==> src/rtl/amem_pkg.sv <==
package amem_pkg;

    localparam int SET_W = 4;
    localparam int DAT_W = 8;

    typedef enum logic [2:0] {
        ST_IDLE,
        ST_SETUP,
        ST_HOLD,
        ST_DATA,
        ST_TURN
    } amem_state_t;

    typedef struct packed {
        logic [SET_W-1:0] setup;
        logic [SET_W-1:0] hold;
        logic [DAT_W-1:0] data;
    } amem_tim_t;

endpackage

==> src/rtl/amem_timing_sel.sv <==
module amem_timing_sel
    import amem_pkg::*;
(
    input  logic             is_write,
    input  logic [SET_W-1:0] rd_setup,
    input  logic [SET_W-1:0] rd_hold,
    input  logic [DAT_W-1:0] rd_data,
    input  logic [SET_W-1:0] wr_setup,
    input  logic [SET_W-1:0] wr_hold,
    input  logic [DAT_W-1:0] wr_data,
    output amem_tim_t        sel
);

    amem_tim_t raw;

    always_comb begin
        if (is_write) begin
            raw.setup = wr_setup;
            raw.hold  = wr_hold;
            raw.data  = wr_data;
        end else begin
            raw.setup = rd_setup;
            raw.hold  = rd_hold;
            raw.data  = rd_data;
        end
    end

    // Zero setup and zero data lengths are raised to one cycle
    always_comb begin
        sel.hold  = raw.hold;
        sel.setup = (raw.setup == '0) ? SET_W'(1) : raw.setup;
        sel.data  = (raw.data  == '0) ? DAT_W'(1) : raw.data;
    end

endmodule

==> src/rtl/amem_phase_cnt.sv <==
module amem_phase_cnt #(
    parameter int CNT_W = 9
) (
    input  logic             clk,
    input  logic             rst_n,
    input  logic             load,
    input  logic [CNT_W-1:0] load_val,
    output logic             last
);

    logic [CNT_W-1:0] cnt_q;

    always_ff @(posedge clk or negedge rst_n) begin
        if (!rst_n) begin
            cnt_q <= '0;
        end else if (load) begin
            cnt_q <= load_val;
        end else if (cnt_q != '0) begin
            cnt_q <= cnt_q - 1'b1;
        end
    end

    assign last = (cnt_q == '0);

    // each phase shortens by exactly one per cycle
    p_cnt_step_r2: assert property (@(posedge clk) disable iff (!rst_n)
        (!load && cnt_q != '0) |=> (cnt_q == $past(cnt_q) - 1'b1))
        else $error("p_cnt_step_r2");

endmodule

==> src/rtl/amem_strobe_dec.sv <==
module amem_strobe_dec
    import amem_pkg::*;
#(
    parameter int BE_W = 2
) (
    input  amem_state_t      state,
    input  logic             is_write,
    input  logic             last,
    input  logic [BE_W-1:0]  be,
    output logic             cs_n,
    output logic             adv_n,
    output logic             oe_n,
    output logic             we_n,
    output logic             dq_oe,
    output logic [BE_W-1:0]  be_n
);

    always_comb begin
        cs_n  = 1'b1;
        adv_n = 1'b1;
        oe_n  = 1'b1;
        we_n  = 1'b1;
        dq_oe = 1'b0;
        be_n  = '1;
        unique case (state)
            ST_IDLE, ST_TURN: begin
            end
            ST_SETUP: begin
                cs_n  = 1'b0;
                adv_n = 1'b0;
                be_n  = ~be;
            end
            ST_HOLD: begin
                cs_n  = 1'b0;
                be_n  = ~be;
                oe_n  = is_write;
                dq_oe = is_write;
            end
            ST_DATA: begin
                cs_n  = 1'b0;
                be_n  = ~be;
                oe_n  = is_write;
                dq_oe = is_write;
                // last write data cycle is the recovery cycle
                we_n  = !(is_write && !last);
            end
            default: begin
            end
        endcase
    end

endmodule

==> src/rtl/amem_seq.sv <==
module amem_seq
    import amem_pkg::*;
#(
    parameter int ADDR_W = 24,
    parameter int DATA_W = 16,
    parameter int TURN_W = 4
) (
    input  logic                 clk,
    input  logic                 rst_n,
    input  logic                 req_valid,
    input  logic                 req_we,
    input  logic [ADDR_W-1:0]    req_addr,
    input  logic [DATA_W-1:0]    req_wdata,
    input  logic [DATA_W/8-1:0]  req_be,
    output logic                 req_ready,
    input  logic [SET_W-1:0]     rd_setup,
    input  logic [SET_W-1:0]     rd_hold,
    input  logic [DAT_W-1:0]     rd_data,
    input  logic [SET_W-1:0]     wr_setup,
    input  logic [SET_W-1:0]     wr_hold,
    input  logic [DAT_W-1:0]     wr_data,
    input  logic [TURN_W-1:0]    turn_gap,
    input  logic                 wr_strobe_en,
    output logic                 done,
    output logic                 err,
    output logic [DATA_W-1:0]    rdata,
    output logic                 mem_cs_n,
    output logic                 mem_adv_n,
    output logic                 mem_oe_n,
    output logic                 mem_we_n,
    output logic [DATA_W/8-1:0]  mem_be_n,
    output logic [ADDR_W-1:0]    mem_addr,
    output logic [DATA_W-1:0]    mem_dq_o,
    output logic                 mem_dq_oe,
    input  logic [DATA_W-1:0]    mem_dq_i
);

    localparam int BE_W  = DATA_W / 8;
    localparam int CNT_W = ((DAT_W + 1) > TURN_W) ? (DAT_W + 1) : TURN_W;
    localparam int GAP_W = TURN_W + 1;

    amem_state_t         state_q, state_d;
    amem_tim_t           tim_sel, tim_q;
    logic [TURN_W-1:0]   turn_q;
    logic                acc_we_q;
    logic [ADDR_W-1:0]   addr_q;
    logic [DATA_W-1:0]   wdata_q;
    logic [BE_W-1:0]     be_q;
    logic                cnt_load;
    logic [CNT_W-1:0]    cnt_val;
    logic                cnt_last;
    logic                accept;
    logic                err_req;
    logic                data_end;
    logic [CNT_W-1:0]    data_m1;
    logic                done_q, err_q;
    logic [DATA_W-1:0]   rdata_q;

    amem_timing_sel u_sel (
        .is_write (req_we),
        .rd_setup (rd_setup),
        .rd_hold  (rd_hold),
        .rd_data  (rd_data),
        .wr_setup (wr_setup),
        .wr_hold  (wr_hold),
        .wr_data  (wr_data),
        .sel      (tim_sel)
    );

    amem_phase_cnt #(.CNT_W(CNT_W)) u_cnt (
        .clk      (clk),
        .rst_n    (rst_n),
        .load     (cnt_load),
        .load_val (cnt_val),
        .last     (cnt_last)
    );

    assign req_ready = (state_q == ST_IDLE);
    assign accept    = req_ready && req_valid;
    assign err_req   = accept && req_we && !wr_strobe_en;
    assign data_end  = (state_q == ST_DATA) && cnt_last;
    // writes carry one extra recovery cycle in the data phase
    assign data_m1   = acc_we_q ? CNT_W'(tim_q.data) : CNT_W'(tim_q.data) - 1'b1;

    // state register
    always_ff @(posedge clk or negedge rst_n) begin
        if (!rst_n) begin
            state_q <= ST_IDLE;
        end else begin
            state_q <= state_d;
        end
    end

    // next state and phase counter loading
    always_comb begin
        state_d  = state_q;
        cnt_load = 1'b0;
        cnt_val  = '0;
        unique case (state_q)
            ST_IDLE: begin
                if (accept && !err_req) begin
                    state_d  = ST_SETUP;
                    cnt_load = 1'b1;
                    cnt_val  = CNT_W'(tim_sel.setup) - 1'b1;
                end
            end
            ST_SETUP: begin
                if (cnt_last) begin
                    cnt_load = 1'b1;
                    if (tim_q.hold != '0) begin
                        state_d = ST_HOLD;
                        cnt_val = CNT_W'(tim_q.hold) - 1'b1;
                    end else begin
                        state_d = ST_DATA;
                        cnt_val = data_m1;
                    end
                end
            end
            ST_HOLD: begin
                if (cnt_last) begin
                    state_d  = ST_DATA;
                    cnt_load = 1'b1;
                    cnt_val  = data_m1;
                end
            end
            ST_DATA: begin
                if (cnt_last) begin
                    if (turn_q != '0) begin
                        state_d  = ST_TURN;
                        cnt_load = 1'b1;
                        cnt_val  = CNT_W'(turn_q) - 1'b1;
                    end else begin
                        state_d = ST_IDLE;
                    end
                end
            end
            ST_TURN: begin
                if (cnt_last) begin
                    state_d = ST_IDLE;
                end
            end
            default: begin
                state_d = ST_IDLE;
            end
        endcase
    end

    // request capture
    always_ff @(posedge clk or negedge rst_n) begin
        if (!rst_n) begin
            acc_we_q <= 1'b0;
            addr_q   <= '0;
            wdata_q  <= '0;
            be_q     <= '0;
            tim_q    <= '0;
            turn_q   <= '0;
        end else if (accept) begin
            acc_we_q <= req_we;
            addr_q   <= req_addr;
            wdata_q  <= req_wdata;
            be_q     <= req_be;
            tim_q    <= tim_sel;
            turn_q   <= turn_gap;
        end
    end

    // completion and read data
    always_ff @(posedge clk or negedge rst_n) begin
        if (!rst_n) begin
            done_q  <= 1'b0;
            err_q   <= 1'b0;
            rdata_q <= '0;
        end else begin
            done_q <= data_end || err_req;
            err_q  <= err_req;
            if (data_end && !acc_we_q) begin
                rdata_q <= mem_dq_i;
            end
        end
    end

    amem_strobe_dec #(.BE_W(BE_W)) u_dec (
        .state    (state_q),
        .is_write (acc_we_q),
        .last     (cnt_last),
        .be       (be_q),
        .cs_n     (mem_cs_n),
        .adv_n    (mem_adv_n),
        .oe_n     (mem_oe_n),
        .we_n     (mem_we_n),
        .dq_oe    (mem_dq_oe),
        .be_n     (mem_be_n)
    );

    assign done     = done_q;
    assign err      = err_q;
    assign rdata    = rdata_q;
    assign mem_addr = addr_q;
    assign mem_dq_o = wdata_q;

    // ---- turnaround checker state ----
    logic [GAP_W-1:0]  gap_cnt;
    logic [TURN_W-1:0] gap_need;

    always_ff @(posedge clk or negedge rst_n) begin
        if (!rst_n) begin
            gap_cnt  <= '1;
            gap_need <= '0;
        end else begin
            if (!mem_cs_n) begin
                gap_cnt <= '0;
            end else if (gap_cnt != '1) begin
                gap_cnt <= gap_cnt + 1'b1;
            end
            if (data_end) begin
                gap_need <= turn_q;
            end
        end
    end

    p_turn_gap_r5: assert property (@(posedge clk) disable iff (!rst_n)
        $fell(mem_cs_n) |-> (int'(gap_cnt) >= int'(gap_need)))
        else $error("p_turn_gap_r5");

    p_idle_strobes_r1: assert property (@(posedge clk) disable iff (!rst_n)
        req_ready |-> (mem_cs_n && mem_adv_n && mem_oe_n && mem_we_n && !mem_dq_oe))
        else $error("p_idle_strobes_r1");

    p_adv_in_cs_r6: assert property (@(posedge clk) disable iff (!rst_n)
        !mem_adv_n |-> (!mem_cs_n && mem_oe_n && mem_we_n))
        else $error("p_adv_in_cs_r6");

    p_we_release_r8: assert property (@(posedge clk) disable iff (!rst_n)
        $rose(mem_cs_n) |-> $past(mem_we_n))
        else $error("p_we_release_r8");

    p_we_with_data_r8: assert property (@(posedge clk) disable iff (!rst_n)
        !mem_we_n |-> (mem_dq_oe && mem_oe_n))
        else $error("p_we_with_data_r8");

    p_done_at_rise_r10: assert property (@(posedge clk) disable iff (!rst_n)
        $rose(mem_cs_n) |-> (done && !err))
        else $error("p_done_at_rise_r10");

    p_err_no_cs_r9: assert property (@(posedge clk) disable iff (!rst_n)
        err |-> (done && mem_cs_n))
        else $error("p_err_no_cs_r9");

    p_addr_stable_r11: assert property (@(posedge clk) disable iff (!rst_n)
        (!mem_cs_n && !$rose(!mem_cs_n)) |-> $stable(mem_addr))
        else $error("p_addr_stable_r11");

    p_be_idle_r12: assert property (@(posedge clk) disable iff (!rst_n)
        mem_cs_n |-> (&mem_be_n))
        else $error("p_be_idle_r12");

endmodule

==> config.mk <==
export PLATFORM = sky130hd
export DESIGN_NAME = amem_seq
export DESIGN_NICKNAME = d
export VERILOG_FILES = /design/src/rtl/amem_pkg.sv /design/src/rtl/amem_timing_sel.sv /design/src/rtl/amem_phase_cnt.sv /design/src/rtl/amem_strobe_dec.sv /design/src/rtl/amem_seq.sv
export SDC_FILE = /design/constraint.sdc
export NUM_CORES = 1
export LEC_CHECK = 0
export CAP_MARGIN = 20
export CORE_MARGIN = 3
export CORE_UTILIZATION = 44
export CTS_CLUSTER_SIZE = 10
export DETAILED_ROUTE_END_ITERATION = 16
export PLACE_DENSITY_LB_ADDON = 0.3
export SYNTH_ARGS = -nofsm -noshare
export SYNTH_HDL_FRONTEND = slang
export SYNTH_SLANG_ARGS = --single-unit
==> constraint.sdc <==
create_clock -name clk -period 2.9 [get_ports clk]
set_input_delay 0.58 -clock clk [delete_from_list [all_inputs] [get_ports clk]]
set_output_delay 0.58 -clock clk [all_outputs]
set_load 0.1 [all_outputs]
==> flow_summary.json <==
{
  "setup_viol": 0,
  "postLayoutCoreUtil": 0.655,
  "htreeDepth": 3,
  "synth_area_leaders": "dfrtp_1 (51%), nand2_1 (14%), mux2_4 (3.5%)",
  "clock-skew-final_ns": 0.00777,
  "fin_crit_sh": 0.948,
  "synth_xor_area_frac": 0.0364,
  "synth.cell_area_um2": 4330,
  "post_cts_buffers": 0,
  "drtAntennaViolNets": 0,
  "fin_setup_tns_ns": 0,
  "synth_top_area_cell": "dfrtp_1",
  "final_layout_size_suffix_gt1_frac": 0.196,
  "final.min_clock_period_ns": 2.75,
  "cap_violations": 0,
  "avgSynthCellArea_um2": 9.51,
  "cts_buffer_depth": 2,
  "n_fill_cell": 760,
  "drt_iter0_markers": 182,
  "clock_sinks": 89,
  "area_delta_synth_final_pct": 42.5,
  "overflow": 0,
  "fmax_mhz": 364,
  "ys_seq_area_frac": 0.515,
  "numCtsBuffers": 9,
  "clk_latency_ns": 0.36,
  "core_um2": 9420,
  "synth_adder_area_share": 0.0145,
  "grt_antenna_before_repair": 0,
  "wl_um": 11000,
  "synth_cells": 455,
  "yosys.area_share.simple": 0.243,
  "synth_seq_cells": 89,
  "cp_max_fo": 5,
  "hold_buffers": 0,
  "grt_pass1_vias": 3809,
  "hpwl_um": 8390,
  "seqCellArea_um2": 2230,
  "worstPathArrival_ns": 2.17,
  "yosys.cell_types.count": 46,
  "slew_violations": 0,
  "relSlewSlack": 0.529,
  "end_kind": "primary output",
  "grt_pass1_wl_um": 18300,
  "muxShareOfSynthArea": 0.0804,
  "crit_required_ns": 2.32,
  "post_drt_wl_per_cell_um": 14.6,
  "grt_start_max_net_pins": 72,
  "status": "complete, no violations",
  "cts_root_buffer": "clkbuf_8",
  "synth.top_cell.area_share": 0.515,
  "antenna_cells": 0,
  "multi_input_area_um2": 1970,
  "rows": 35,
  "hp-class": "in -> async",
  "synth_compound_area_frac": 0.0775,
  "ios": 165,
  "initial_core_util": 0.460,
  "post_cts_resized": 0,
  "vias_per_cell": 4.98,
  "rsz0062_at_grt": "false",
  "clk_pin_slew_ns": 0.09,
  "synth_top_family_by_area": "simple AND/OR/NAND/NOR gates",
  "synth_nets": 559,
  "dieArea_um2": 11100,
  "vias": 3742,
  "tightestPinTransition_ns": 0.707,
  "grt_use_total": 0.203,
  "port_buffers": 164,
  "start_kind": "flip-flop",
  "drc": 0,
  "hold_viol": 0,
  "die_w_um": 105,
  "die_height_um": 105,
  "yosys_warnings": 0,
  "first_pass_iters": 6,
  "nets": 721,
  "cts_tree": "done",
  "mostFrequentLayoutCells": "nand2_1 (156), clkdlybuf4s50_1 (97), dfrtp_1 (89)",
  "gp_congestion": 0.873,
  "crit_type": "reg -> out",
  "final_common_cell": "nand2_1"
}
[worst max-delay path, cell delays in order, from the launching register on]
cell	delay, ns
dfrtp_1	0.45
or4_4	0.54
or4_1	0.52
nand3_2	0.12
buf_12	0.18
[cell usage after synthesis (all sizes together)]
master    n
and2b     1
nor3      6
inv      10
buf       4
and3b     2
a32oi     1
mux2     16
a211oi    4
nand2b    3
o22ai     3
nor2     27
ha        5
xnor2     4
or3       2
and4      1
or4       3
o21ai    10
a22oi     6
or3b      4
and2      2
xor2     14
nor3b     3
nor4b     1
nand3     5
dfrtp    89
clkbuf   18
nor4      8
a21oi    18
nand2   157
a31oi     3
o31ai     4
o311ai    3
o221ai    1
mux2i    13
nor2b     3
a221oi    1
[cells by family after synthesis]
family,after synthesis
fa+ha+maj,5
simple gates,228
xor+xnor,18
mux,29
buf+inv,32
compound gates,54
flops,89
[state kept, by name, summed over array words and instances (netlist names), 2 cells and up]
signal,count
tim_q,12
turn_q,4
be_q,2
state_q,3
mem_addr,24
u_cnt.cnt_q,9
mem_dq_o,16
rdata,16
[cell type report]
| cell class | count | share of cell area |
|---|---|---|
| inverter | 10 | 0.00609 |
| timing repair buffer | 173 | 0.254 |
| multi-input combinational | 334 | 0.320 |
| tap | 129 | 0.0262 |
| clock inverter | 7 | 0.0126 |
| sequential | 89 | 0.361 |
| clock buffer | 9 | 0.0201 |
[per-layer routing]
metal	part of all wire	up-vias	GRT usage
met2	0.51	133	0.347
met3	0.072	14	0.0587
met5	0	-	0
li1	-	1849	-
met1	0.41	1746	0.251
met4	0.016	0	0.0553
[final timing paths]
| path | slack, ns | cells past startpoint | startpoint | to |
|---|---|---|---|---|
| worst max-delay path | 0.15 | 4 | u_cnt.cnt_q[3] | mem_we_n |
| worst min-delay path | 0.26 | 1 | rst_n | rdata[6] |
| worst max register to register | 0.67 | 5 | u_cnt.cnt_q[3] | rdata[1] |
| worst min register to register | 0.48 | 2 | mem_dq_o[11] | mem_dq_o[11] |
| max in group asynchronous | 1.99 | 2 | rst_n | mem_addr[3] |
| min in group clk | 0.48 | 2 | mem_dq_o[11] | mem_dq_o[11] |
[metrics by stage]
stage               hold slack [ns]  worst slack [ns]  cell area [µm²]  instances
finish                        0.262             0.149             6170        751
CTS                           0.275             0.133             6170        751
floorplan                     0.284             0.252             4340        455
global route                  0.303             0.100             6170        751
global placement              0.459             0.367             5970        735
detailed placement            0.464             0.247             5970        735
Power is not shown: default switching activity piles up to over one toggle a cycle in this logic, so the estimate is an artifact.
